==> src/rtl/dbg_port.sv <==
module dbg_port #(
  parameter int DATA_W = 32,
  parameter int IDX_W  = 5
) (
  input  logic              clk,
  input  logic              rst_n,
  input  logic              bus_sel,
  input  logic              bus_addr,
  input  logic              bus_we,
  input  logic [DATA_W-1:0] bus_wdata,
  input  logic              bus_from_cpu,
  output logic              bus_ack,
  output logic              bus_err,
  output logic [DATA_W-1:0] bus_rdata,
  output logic              core_halt,
  output logic              core_reset,
  input  logic              core_halted,
  input  logic              core_retire,
  output logic [IDX_W-1:0]  rf_idx,
  output logic              rf_we,
  output logic [DATA_W-1:0] rf_wdata,
  input  logic [DATA_W-1:0] rf_rdata
);
  localparam int HALT_B = 0;
  localparam int STEP_B = 1;
  localparam int RST_B  = 2;
  localparam int ERR_B  = 4;
  localparam int IDX_LO = 8;
  localparam int PAD_W  = DATA_W - IDX_LO - IDX_W;

  logic             halt_req, stepping, err_q;
  logic [IDX_W-1:0] idx_q;
  logic [DATA_W-1:0] ctl_word;

  wire host   = bus_sel & ~bus_from_cpu;
  wire ctl_wr = host &  bus_we & ~bus_addr;
  wire ctl_rd = host & ~bus_we & ~bus_addr;
  wire dat_wr = host &  bus_we &  bus_addr;
  wire dat_rd = host & ~bus_we &  bus_addr;
  wire step_ok = ctl_wr & bus_wdata[STEP_B] & core_halted & ~stepping;

  assign ctl_word = {{PAD_W{1'b0}}, idx_q, 3'b000, err_q, core_halted, 2'b00, halt_req};

  assign core_halt = halt_req & ~stepping;
  assign rf_idx    = idx_q;
  assign rf_we     = dat_wr & core_halted;
  assign rf_wdata  = bus_wdata;

  always_ff @(posedge clk or negedge rst_n) begin
    if (!rst_n) begin
      halt_req   <= 1'b1;
      stepping   <= 1'b0;
      err_q      <= 1'b0;
      idx_q      <= '0;
      core_reset <= 1'b0;
      bus_ack    <= 1'b0;
      bus_err    <= 1'b0;
      bus_rdata  <= '0;
    end else begin
      bus_ack    <= host;
      bus_err    <= bus_sel & bus_from_cpu;
      bus_rdata  <= ctl_rd ? ctl_word : (dat_rd ? rf_rdata : '0);
      core_reset <= ctl_wr & bus_wdata[RST_B];
      if (ctl_wr) begin
        halt_req <= bus_wdata[HALT_B];
        idx_q    <= bus_wdata[IDX_LO +: IDX_W];
      end
      if (step_ok)
        stepping <= 1'b1;
      else if (core_retire)
        stepping <= 1'b0;
      if (dat_wr & ~core_halted)
        err_q <= 1'b1;
      else if (ctl_wr & bus_wdata[ERR_B])
        err_q <= 1'b0;
    end
  end
endmodule

==> config.mk <==
export PLATFORM = sky130hd
export DESIGN_NAME = dbg_port
export DESIGN_NICKNAME = d
export VERILOG_FILES = /design/src/rtl/dbg_port.sv
export SDC_FILE = /design/constraint.sdc
export NUM_CORES = 1
export LEC_CHECK = 0
export BUFFER_PORTS_ARGS = -buffer_cell sky130_fd_sc_hd__buf_2
export CAP_MARGIN = 40
export CORE_MARGIN = 5
export CORE_UTILIZATION = 42
export CTS_CLUSTER_SIZE = 14
export DETAILED_ROUTE_END_ITERATION = 8
export HOLD_SLACK_MARGIN = 0.02
export PLACE_DENSITY = 0.85
export SLEW_MARGIN = 20
export SYNTH_ARGS = -nofsm -noshare
export SYNTH_HDL_FRONTEND = slang
export SYNTH_SLANG_ARGS = --single-unit
==> constraint.sdc <==
create_clock -name clk -period 2.1 [get_ports clk]
set_clock_uncertainty 0.2 [all_clocks]
set_input_delay 0.42 -clock clk [delete_from_list [all_inputs] [get_ports clk]]
set_output_delay 0.42 -clock clk [all_outputs]
set_load 0.03 [all_outputs]
* Yosys cells after proc, flatten, opt, wreduce, memory -nomap -nowiden
Index checks and enable logic that the tools add are counted.
Storage, ports and cells: register bits 43, output and inout bits 74, logic and storage cells 37
Operators by class: muxes and demuxes 6, bitwise gates (word level) 21, reduce and logical (&&, ||, !) cells 2
Operators with widths (count):
- 32-bit 2-to-1 mux | 2
- 1-bit AND | 16
- 1-bit inverter | 5
- 1-bit 2-to-1 mux | 4
- 2-bit nonzero test | 2

* Longest topological paths before layout
depth after elaboration 8, mapped depth 3

* Worst setup path after synthesis
Ideal clock, no wire load.
kind reg-to-output, start register halt_req, end output core_halt, arrival 977 ps, setup slack 503 ps, cell stages (with the launch flop) 2, buffers on the path 0, cell sequence dfstp_2 nor2b_1
Between the ends: longest elaborated chain between the ends 1
RTL lines:
- start: declaration | line 31 | logic halt_req, stepping, err_q;
- start signal: assignment | line 65 | halt_req <= bus_wdata[HALT_B];
- 1-bit AND | line 44 | assign core_halt = halt_req & ~stepping;
- end: declaration | line 15 | output logic core_halt,
No other way between the ends.

* Worst setup path after layout
Same ends and word-level chain as after synthesis.

==> flow_summary_export.csv <==
group,metric,value,unit
global_route,antenna_found_initial,0,
global_route,grtUsageTotal,14.5,%
worst_setup_path,crit_slowest_cell,"dfstp_2",
floorplan,rows,23,
sta,hold_viol_final,0,
synthesis,netlist-cell-type-count,20,
sta,slew_viol_final,0,
synthesis,ys_top_cells_by_area,"dfrtp_1 (58%), buf_4 (13%), and2_1 (9.0%)",
floorplan,boundaryPins,146,
clock_network,clk_latency,0.29,ns
routing,drc_errors,0,
floorplan,die_y,75.7,µm
placed_design,place.gp.congestion,0.903,
synthesis,synth_top_cell_by_area,"dfrtp_1",
global_route,grt_pass1_wl,5980,µm
placed_design,io_buffers,99,
floorplan,start_util,44.3,%
power_and_ir_drop,p_leak,1.29,nW
worst_setup_path,cp_cell_sequence,"nor2b_1 > buf_2",
routing,drtAntennaViolNets,0,
clock_network,clockRootBuffer,"clkbuf_8",
worst_setup_path,cp_num_buf_inv,1,
synthesis,yosys_warnings,0,
power_and_ir_drop,vdd_drop_max,0.261,mV
worst_setup_path,critical_path_required,1.48,ns
clock_network,cts_resized,0,
worst_setup_path,arrival,1.19,ns
outcome,status,"finished clean",
synthesis,synth-edff-count,0,
sta,holdWs,0.134,ns
run,cap_violations,0,
worst_setup_path,critPathTopFamily,"flip-flops",
sta,setup_viol,0,
hold_path,hold_class,"input port to flip-flop",
synthesis,netlist_area,1810,µm²
clock_network,cts_tree,"yes",
clock_network,cts.clk_slew.worst_paths,0.08,ns
synthesis,yosysTopAreaCellShare,58.1,%
routing,first_iter_violations,18,
layout,nets,278,
layout,nFillCells,349,
placed_design,hpwl,3390,µm
worst_setup_path,crit_cells,2,
synthesis,synth-seq-cells,43,
worst_setup_path,cp_max_fo,3,
sta,fin_setup_tns,0,ns
placed_design,place_area,2120,µm²
synthesis,synthCells,134,
synthesis,synth.avg_cell_area,13.5,µm²
synthesis,yosysMostFrequentCell,"dfrtp_1",
synthesis,netlist_top_cells_count,"dfrtp_1 (42), buf_4 (32), and2_1 (26)",
synthesis,ys.flop_type,"dfrtp_1",
worst_setup_path,crit_path_max_incr_delay,0.55,ns
worst_setup_path,start_kind,"flip-flop",
routing,avgViaCountPerCell,4.63,
worst_setup_path,reg2reg_depth,2,
floorplan,die_area,5720,µm²
sta,relSlewSlack,68.2,%
routing,finalWirelength,4230,µm
sta,finalCritPeriodShare,86.3,%
sta,period_minus_slack,1.81,ns
sta,rsz0062_at_grt,"no",
routing,first_pass_iters,2,
layout,area_growth_syn_to_layout,22.1,%
clock_network,cts_buffers,5,
global_route,grt_max_degree,33,
worst_setup_path,endpoint_kind,"output port",
clock_network,htreeDepth,2,
sta,worst_slew_pin_slew,0.475,ns
floorplan,die_w,75.7,µm
layout,diodes,0,
synthesis,yosysSeqAreaShare,59.5,%
worst_setup_path,critPathKind,"flip-flop to output port",
clock_network,cts.sink_count,43,
floorplan,fp.coreArea,4090,µm²
sta,fmax,552,MHz
power_and_ir_drop,p_per_area,769,nW/µm²
synthesis,async_flop_share,100,%
global_route,overflow,0,
routing,wire_per_inst,16.4,µm
layout,final_cell_area,2210,µm²
clock_network,clock_path_buffers,2,
hold_path,hold_depth,2,
layout,drive_gt1_share,56.5,%
routing,vias,1191,
global_route,grt_pass1_vias,1238,
synthesis,syn-num-nets,206,
layout,utilization,54.1,%
[where the power goes]
| group | switching, mW | total, mW | leakage (nW) | internal [mW] |
|---|---|---|---|---|
| combinational | 0.180 | 0.301 | 0.665 | 0.122 |
| clock | 0.268 | 0.500 | 0.0412 | 0.232 |
| sequential | 0.0266 | 0.899 | 0.580 | 0.872 |
[state kept, by name, indices dropped and copies added (netlist names)]
| name | cells |
|---|---|
| halt_req | 1 |
| stepping | 1 |
| bus_err | 1 |
| rf_idx | 5 |
| err_q | 1 |
| bus_ack | 1 |
| bus_rdata | 32 |
| core_reset | 1 |
[repair_timing]
action                                 CTS  global route
setup buffers                            0             0
endpoints found under the hold margin   15             0
hold buffers                             1             0
[cell families after synthesis]
family	after synthesis	share of synthesized area [%]
AO/OA/AOI/OAI	10	4.91
buffers and inverters	38	15.5
flip-flops	43	59.5
multiplexers	6	4.98
AND/OR/NAND/NOR	37	15.1
[metal layers]
| layer | wire length (µm) | vias to the layer above | track usage (%) | part of all wire [%] |
|---|---|---|---|---|
| met1 | 1450 | 528 | 14.9 | 34 |
| met2 | 1910 | 86 | 23.0 | 45 |
| met3 | 651 | 30 | 6.73 | 15 |
| met4 | 212 | 0 | 10.7 | 5.0 |
| met5 | 0 | - | 0 | 0 |
| li1 | - | 547 | - | - |
[placed cells by master (no fill, tap or decap), types with 2 or more instances in the layout]
cell type	count
dfrtp_1	42
mux2_4	6
clkbuf_8	5
and2_1	26
inv_1	2
buf_2	99
nor2b_1	3
a22o_1	8
[area by class of cell]
class | count | area, µm² | area share (%)
clock inverter | 2 | 12.5 | 0.566
timing repair buffer | 101 | 526 | 23.8
sequential | 43 | 1080 | 48.7
tap | 50 | 62.6 | 2.83
multi-input combinational | 53 | 453 | 20.5
inverter | 2 | 7.51 | 0.340
clock buffer | 6 | 72.6 | 3.28
[metrics by stage]
step / instances / worst slack (ns) / power (mW)
after global placement: 248 / 0.305 / 1.21
after floorplan: 134 / 0.503 / 1.18
after global routing: 257 / 0.220 / 1.79
final: 257 / 0.287 / 1.70
after CTS: 257 / 0.273 / 1.73
after detailed placement: 248 / 0.294 / 1.22
[worst paths after layout]
check / start / end / slack, ns
hold / removal: rf_rdata[19] / bus_rdata[19] / 0.13
min in group asynchronous: rst_n / bus_rdata[8] / 0.39
setup / recovery: halt_req / core_halt / 0.29
max in group asynchronous: rst_n / bus_rdata[15] / 0.84
setup reg to reg: stepping / stepping / 1.08
hold reg to reg: rf_idx[2] / bus_rdata[10] / 0.33
(Power assumes the default switching activity.)
